[src/rtl/byte_bus_pkg.sv]
package byte_bus_pkg;
    localparam int BUS_W  = 8;
    localparam int NBYTES = 3;
    localparam int STAT_W = 5;
    localparam int CTRL_W = BUS_W - 2;

    typedef enum logic [1:0] {
        SEL_MASTER = 2'b00,
        SEL_INPUT  = 2'b01,
        SEL_OUTPUT = 2'b10,
        SEL_QUAD   = 2'b11
    } ctrl_sel_e;

    // bit order matches the master write data, bit 5 first
    typedef struct packed {
        logic mreset;
        logic match_clr;
        logic load;
        logic cnt_rst;
        logic latch;
        logic ptr_rst;
    } cmd_t;

    function automatic logic [BUS_W-1:0] status_byte(input logic [STAT_W-1:0] s);
        return {{(BUS_W-STAT_W){1'b1}}, s};
    endfunction
endpackage

[src/rtl/byte_bus_edge.sv]
module byte_bus_edge #(
    parameter int N = 2
) (
    input  logic         clk,
    input  logic         rst,
    input  logic         sel_n,
    input  logic [N-1:0] strb_n,
    output logic [N-1:0] fire
);
    logic [N-1:0] prev_n;

    for (genvar i = 0; i < N; i++) begin : g_ch
        always_ff @(posedge clk) begin
            if (rst) prev_n[i] <= 1'b1;
            else     prev_n[i] <= strb_n[i];
        end
        assign fire[i] = ~sel_n & ~strb_n[i] & prev_n[i];
    end
endmodule

[src/rtl/byte_bus_ctrl_regs.sv]
module byte_bus_ctrl_regs
    import byte_bus_pkg::*;
#(
    parameter int DW = BUS_W,
    parameter int CW = CTRL_W
) (
    input  logic          clk,
    input  logic          rst,
    input  logic          wr_fire,
    input  logic          cd,
    input  logic [DW-1:0] din,
    output logic [CW-1:0] in_ctrl,
    output logic [CW-1:0] out_ctrl,
    output logic [CW-1:0] quad_ctrl,
    output cmd_t          cmd
);
    logic      ctrl_wr;
    ctrl_sel_e sel;
    cmd_t      cmd_now;

    always_comb begin
        ctrl_wr = wr_fire & cd;
        sel     = ctrl_sel_e'(din[DW-1 -: 2]);
        cmd_now = '0;
        if (ctrl_wr && sel == SEL_MASTER)
            cmd_now = cmd_t'(din[$bits(cmd_t)-1:0]);
    end

    always_ff @(posedge clk) begin
        if (rst) begin
            in_ctrl   <= '0;
            out_ctrl  <= '0;
            quad_ctrl <= '0;
            cmd       <= '0;
        end else begin
            cmd <= cmd_now;
            if (cmd_now.mreset) begin
                in_ctrl   <= '0;
                out_ctrl  <= '0;
                quad_ctrl <= '0;
            end else if (ctrl_wr) begin
                unique case (sel)
                    SEL_INPUT:  in_ctrl   <= din[CW-1:0];
                    SEL_OUTPUT: out_ctrl  <= din[CW-1:0];
                    SEL_QUAD:   quad_ctrl <= din[CW-1:0];
                    default: ;
                endcase
            end
        end
    end
endmodule

[src/rtl/byte_bus_byte_path.sv]
module byte_bus_byte_path
    import byte_bus_pkg::*;
#(
    parameter int DW = BUS_W,
    parameter int NB = NBYTES,
    parameter int SW = STAT_W,
    localparam int WW = DW * NB,
    localparam int PW = (NB > 1) ? $clog2(NB) : 1
) (
    input  logic          clk,
    input  logic          rst,
    input  logic          wr_fire,
    input  logic          rd_fire,
    input  logic          cd,
    input  logic [DW-1:0] din,
    input  cmd_t          cmd,
    input  logic [WW-1:0] cnt_in,
    input  logic [SW-1:0] status_in,
    output logic [WW-1:0] preset,
    output logic [WW-1:0] latch_word,
    output logic [DW-1:0] dout
);
    logic [NB-1:0][DW-1:0] pre_q;
    logic [NB-1:0][DW-1:0] lat_q;
    logic [PW-1:0]         ptr;
    logic [PW-1:0]         ptr_nxt;
    logic                  data_wr;
    logic                  data_rd;
    logic                  ptr_clr;

    always_comb begin
        data_wr = wr_fire & ~cd;
        data_rd = rd_fire & ~cd;
        ptr_clr = cmd.ptr_rst | cmd.mreset;
        ptr_nxt = (ptr == PW'(NB-1)) ? '0 : ptr + 1'b1;
    end

    always_ff @(posedge clk) begin
        if (rst) begin
            ptr   <= '0;
            pre_q <= '0;
            lat_q <= '0;
            dout  <= '0;
        end else begin
            if (ptr_clr)                ptr <= '0;
            else if (data_wr | data_rd) ptr <= ptr_nxt;
            if (data_wr) pre_q[ptr] <= din;
            if (cmd.latch) lat_q <= cnt_in;
            if (rd_fire) dout <= cd ? status_byte(status_in) : lat_q[ptr];
        end
    end

    assign preset     = pre_q;
    assign latch_word = lat_q;
endmodule

[src/rtl/byte_bus_regif.sv]
module byte_bus_regif
    import byte_bus_pkg::*;
#(
    parameter int DW = BUS_W,
    parameter int NB = NBYTES,
    parameter int SW = STAT_W,
    localparam int WW = DW * NB,
    localparam int CW = DW - 2
) (
    input  logic          clk,
    input  logic          rst,
    input  logic          cs_n,
    input  logic          rd_n,
    input  logic          wr_n,
    input  logic          cd,
    input  logic [DW-1:0] din,
    output logic [DW-1:0] dout,
    input  logic [WW-1:0] cnt_in,
    input  logic [SW-1:0] status_in,
    output logic [WW-1:0] preset,
    output logic [CW-1:0] in_ctrl,
    output logic [CW-1:0] out_ctrl,
    output logic [CW-1:0] quad_ctrl,
    output logic          stb_latch,
    output logic          stb_cnt_rst,
    output logic          stb_load,
    output logic          stb_match_clr,
    output logic          stb_mreset
);
    logic [1:0]    fire;
    logic          wr_fire;
    logic          rd_fire;
    cmd_t          cmd;
    logic [WW-1:0] latch_q;

    byte_bus_edge #(.N(2)) u_edge (
        .clk    (clk),
        .rst    (rst),
        .sel_n  (cs_n),
        .strb_n ({wr_n, rd_n}),
        .fire   (fire)
    );

    // a write edge in the same cycle as a read edge wins
    assign wr_fire = fire[1];
    assign rd_fire = fire[0] & ~fire[1];

    byte_bus_ctrl_regs #(.DW(DW), .CW(CW)) u_ctrl (
        .clk       (clk),
        .rst       (rst),
        .wr_fire   (wr_fire),
        .cd        (cd),
        .din       (din),
        .in_ctrl   (in_ctrl),
        .out_ctrl  (out_ctrl),
        .quad_ctrl (quad_ctrl),
        .cmd       (cmd)
    );

    byte_bus_byte_path #(.DW(DW), .NB(NB), .SW(SW)) u_path (
        .clk        (clk),
        .rst        (rst),
        .wr_fire    (wr_fire),
        .rd_fire    (rd_fire),
        .cd         (cd),
        .din        (din),
        .cmd        (cmd),
        .cnt_in     (cnt_in),
        .status_in  (status_in),
        .preset     (preset),
        .latch_word (latch_q),
        .dout       (dout)
    );

    assign stb_latch     = cmd.latch;
    assign stb_cnt_rst   = cmd.cnt_rst;
    assign stb_load      = cmd.load;
    assign stb_match_clr = cmd.match_clr;
    assign stb_mreset    = cmd.mreset;
endmodule

[config.mk]
export PLATFORM = sky130hd
export DESIGN_NAME = byte_bus_regif
export DESIGN_NICKNAME = d
export VERILOG_FILES = /design/src/rtl/byte_bus_pkg.sv /design/src/rtl/byte_bus_edge.sv /design/src/rtl/byte_bus_ctrl_regs.sv /design/src/rtl/byte_bus_byte_path.sv /design/src/rtl/byte_bus_regif.sv
export SDC_FILE = /design/constraint.sdc
export NUM_CORES = 1
export LEC_CHECK = 0
export CELL_PAD_IN_SITES_DETAIL_PLACEMENT = 1
export CELL_PAD_IN_SITES_GLOBAL_PLACEMENT = 1
export CORE_MARGIN = 2
export CORE_UTILIZATION = 35
export CTS_BUF_LIST = sky130_fd_sc_hd__clkbuf_4 sky130_fd_sc_hd__clkbuf_8 sky130_fd_sc_hd__clkbuf_16
export DETAILED_ROUTE_END_ITERATION = 8
export PLACE_DENSITY_LB_ADDON = 0.1
export SLEW_MARGIN = 5
export SYNTH_ARGS = -nofsm -noshare
export SYNTH_HDL_FRONTEND = slang
export SYNTH_SLANG_ARGS = --single-unit
[constraint.sdc]
create_clock -name clk -period 1.8 [get_ports clk]
set_input_delay 0.45 -clock clk [delete_from_list [all_inputs] [get_ports clk]]
set_output_delay 0.45 -clock clk [all_outputs]
set_load 0.05 [all_outputs]
==> impl_results.md <==
- DR vias/cell: 4.92
- Layout cells sized above 1: between 20% and 30%
- Worst Slack Setup Final: 0.0647 ns
- Primary FF master, synth: dfxtp_1
- Starting Density: a little over a third
- Slew Viols, Final: 0
- Power share of the clock group: approximately 38%
- Global-route wire length before repair: 15000 um
- Clock slew at reported path FFs: about 0.090 ns
- NumNets Final: 506
- CP startpoint kind: input pin
- GRT met3 Usage: under 10%
- Clock Path Buffers: 2
- CP Data Arrival Time: 1.98 ns
- CP Capture Type: flip-flop
- Post-Synth Simple-Gate Area: between 20% and 30%
- WL per Instance: ~16 um
- Commonest cells after routing, fill and taps aside: 87 x buf_4, 84 x dfxtp_1, 61 x nor2_1
- Area contributors post-synth: dfxtp_1 52%, mux2i_1 16%, nor2_1 7.0%
- Synthesized cell area: roughly 3300 sq um
- Post-synth EDFFs: 0
- Total CTS buffers: 9
- ANT cells: 0
- Most common cell after layout, fill and taps aside: buf_4
- Syn nets: 391
- Distinct cells, synth: 28
- Reg power frac: ~51%
- Synthesis Warnings: 0
- Clk Latency, worst-skew pair: between 0.3 and 0.4 ns
- Combinational Power Share: 11.0%
- Synth top area share: between 50% and 60%
- Flop2flop setup slack: between 0.3 and 0.4 ns
- DP HPWL: 6670 um
- Area growth from synthesis to layout: 41.1%
- Worst Path Buf+Inv: 2
- Max Clk Rate: roughly 0.58 GHz
- Synth Area in Adders: 0%
- I/O pin total: 98
- Largest net degree at the start of global routing: 25
- Htree depth: 3
- Slew @ Worst Pin: 0.434 ns
- Fraction of the cycle the final worst path needs: between 90% and 100%
- Clock skew: approximately 0.0084 ns
- Psw: ~0.98 mW
- Post-synthesis compound-gate area fraction: under 10%
- Setup Crit Path Kind: input pin to flip-flop
- Vias in the first global route: about 3000
- Outcome: completed
- CTS sink count: 84
- Synth Area in XOR/XNOR: 0%
- CP top delay family: simple AND/OR/NAND/NOR gates
- CP Cell Sequence: clkdlybuf4s50_1, nand4bb_1, buf_4, or3b_4, mux2i_1, nor2_1
- Grt total ovfl: 0
- Post-synthesis mux area share: approximately 16%
- DRT Pass-1 Iters: 4
- Cell-internal power: between 2 and 3 mW
- Final Hold Violating Endpoints: 0
- Hold_ws: 0.431 ns
- Largest area contributor in the netlist: dfxtp_1
- Pwr Density: between 800 and 900 nW/um^2
- Max cap viols: 0
- Pre-CTS WS: -0.398 ns
- Peak supply drop: roughly 0.00033 V
- Die ar.: approximately 10000 sq um
- DRC Markers: 0
- RSZ-0062 raised after global routing: false
- Row count: 35
- Slew HR: between 70% and 80%
- Slowest-stage cell, CP: or3b_4
- Met2 GRT Util: around 33%
- Cells after synthesis: between 300 and 400
- GRT busiest layer: met2
- Sw frac: around a quarter
- Static Leak: approximately 1.9 nW
- Vias after detailed routing: about 2900
- Total core area: ~9200 sq um
- RePlAce Congestion: about 0.74
- Async set-reset flop share out of synthesis: 0%
- Initial antenna violation count: 0
- Tot Pwr: around 3.7 mW
- Met1 Usage GRT: 23.3%
- CP max stage delay: ~0.46 ns
- Number of post-CTS setup repair buffers: 0
- Tot GR Track Use: between 10% and 20%
- Yosys reg bits: 84
- Syn Area/Cell: 9.38 sq um
- CTS root buffer: clkbuf_8
- Main combinational cell family by area after synthesis: simple AND/OR/NAND/NOR gates
- Routed Antenna Nets: 0
- CP Max Fanout: 6
- Min Tclk post-route: 1.74 ns
- Post-synthesis sequential area ratio: about half
- TritonCTS clock tree: built
- Iter 0 DRT Violations: 60
- Die Y: between 100 and 150 um
- Final setup viols: 0
- Final Util: between 50% and 60%
- Port Buffer Count: just under 100
- Path category of the worst min-delay check: flip-flop to flip-flop
- Die width: 101 um
- Final WL: roughly 9300 um
- Worst Path Required: slightly above 2 ns
## stage by stage
stage / std cells / TNS, ns / cell area [sq um]
3_5_place_dp: 563 / -14.99 / 4390
5_1_grt: 579 / 0 / 4600
2_1_floorplan: 348 / 0 / 3260
4_1_cts: 579 / 0 / 4590
3_3_place_gp: 563 / -14.14 / 4390
6_report: 579 / 0 / 4600
## worst register-to-register path: stages, from the launching register on
cell and delay [ns]:
dfxtp_1 0.44, buf_12 0.20, mux2i_1 0.09, o22ai_1 0.24
nor2_1 0.07, o41ai_1 0.31
## registers in the layout (all words and copies together), names as in the netlist
signal and cells:
u_path.preset 24, u_ctrl.in_ctrl 6, u_ctrl.quad_ctrl 6, u_path.latch_word 24, u_path.ptr 2, u_edge.prev_n 2, u_path.dout 8, u_ctrl.cmd 6
u_ctrl.out_ctrl 6
## cells in the mapped netlist (all sizes together) (2+ instances only)
cell    count
nor3       10
or2         2
a21oi      16
nor2b       8
clkbuf     14
nor4        3
and2        6
o41ai       5
buf        13
a22oi       6
nor2       62
nand2      27
o22ai       8
nand3b      6
dfxtp      84
mux2i      53
nand3      16
or3         2
## path summary, 6_finish.rpt
check / from / to / cells past startpoint
setup / recovery: cs_n / u_ctrl.out_ctrl[4]$_SDFFE_PP0P_ / 6
hold / removal: u_ctrl.cmd[0]$_SDFF_PP0_ / u_path.ptr[1]$_SDFFE_PP0P_ / 1
setup reg to reg: u_path.ptr[0]$_SDFFE_PP0P_ / u_path.dout[2]$_SDFFE_PP0P_ / 5
hold reg to reg: u_ctrl.cmd[0]$_SDFF_PP0_ / u_path.ptr[1]$_SDFFE_PP0P_ / 1
## power groups by stage
stage / clock, mW / combinational, mW / sequential (mW)
after floorplan: 0 / 0.131 / 2.00
final: 1.39 / 0.407 / 1.90
after detailed placement: 0 / 0.408 / 1.94
after CTS: 1.44 / 0.411 / 1.90
after global placement: 0 / 0.404 / 1.94
after global routing: 1.52 / 0.439 / 1.90
## cell families (layout without fill, tap and decap cells)
kind of cell | after synthesis | count (layout)
mux | 53 | 53
simple gates | 147 | 147
flops | 84 | 84
compound gates | 37 | 37
buf+inv | 27 | 147
## layer usage
layer	share of wire, %	wire (um)
met3	5.5	509
met1	44	4050
met5	0	0
met4	0.85	79
met2	50	4640
## area by class of cell
| class | count | area, sq um |
|---|---|---|
| clock inverter | 7 | 75.1 |
| multi-input combinational | 237 | 1480 |
| tap | 111 | 139 |
| sequential | 84 | 1680 |
| clock buffer | 9 | 124 |
| timing repair buffer | 131 | 1110 |
| fill | 1047 | 4550 |
## repair_timing
item | CTS | global route
setup endpoints to repair | 4 | 12
hold buffers | 0 | 0
resized for setup | 1 | 3
Note: power is estimated with default switching activity, not from simulation.
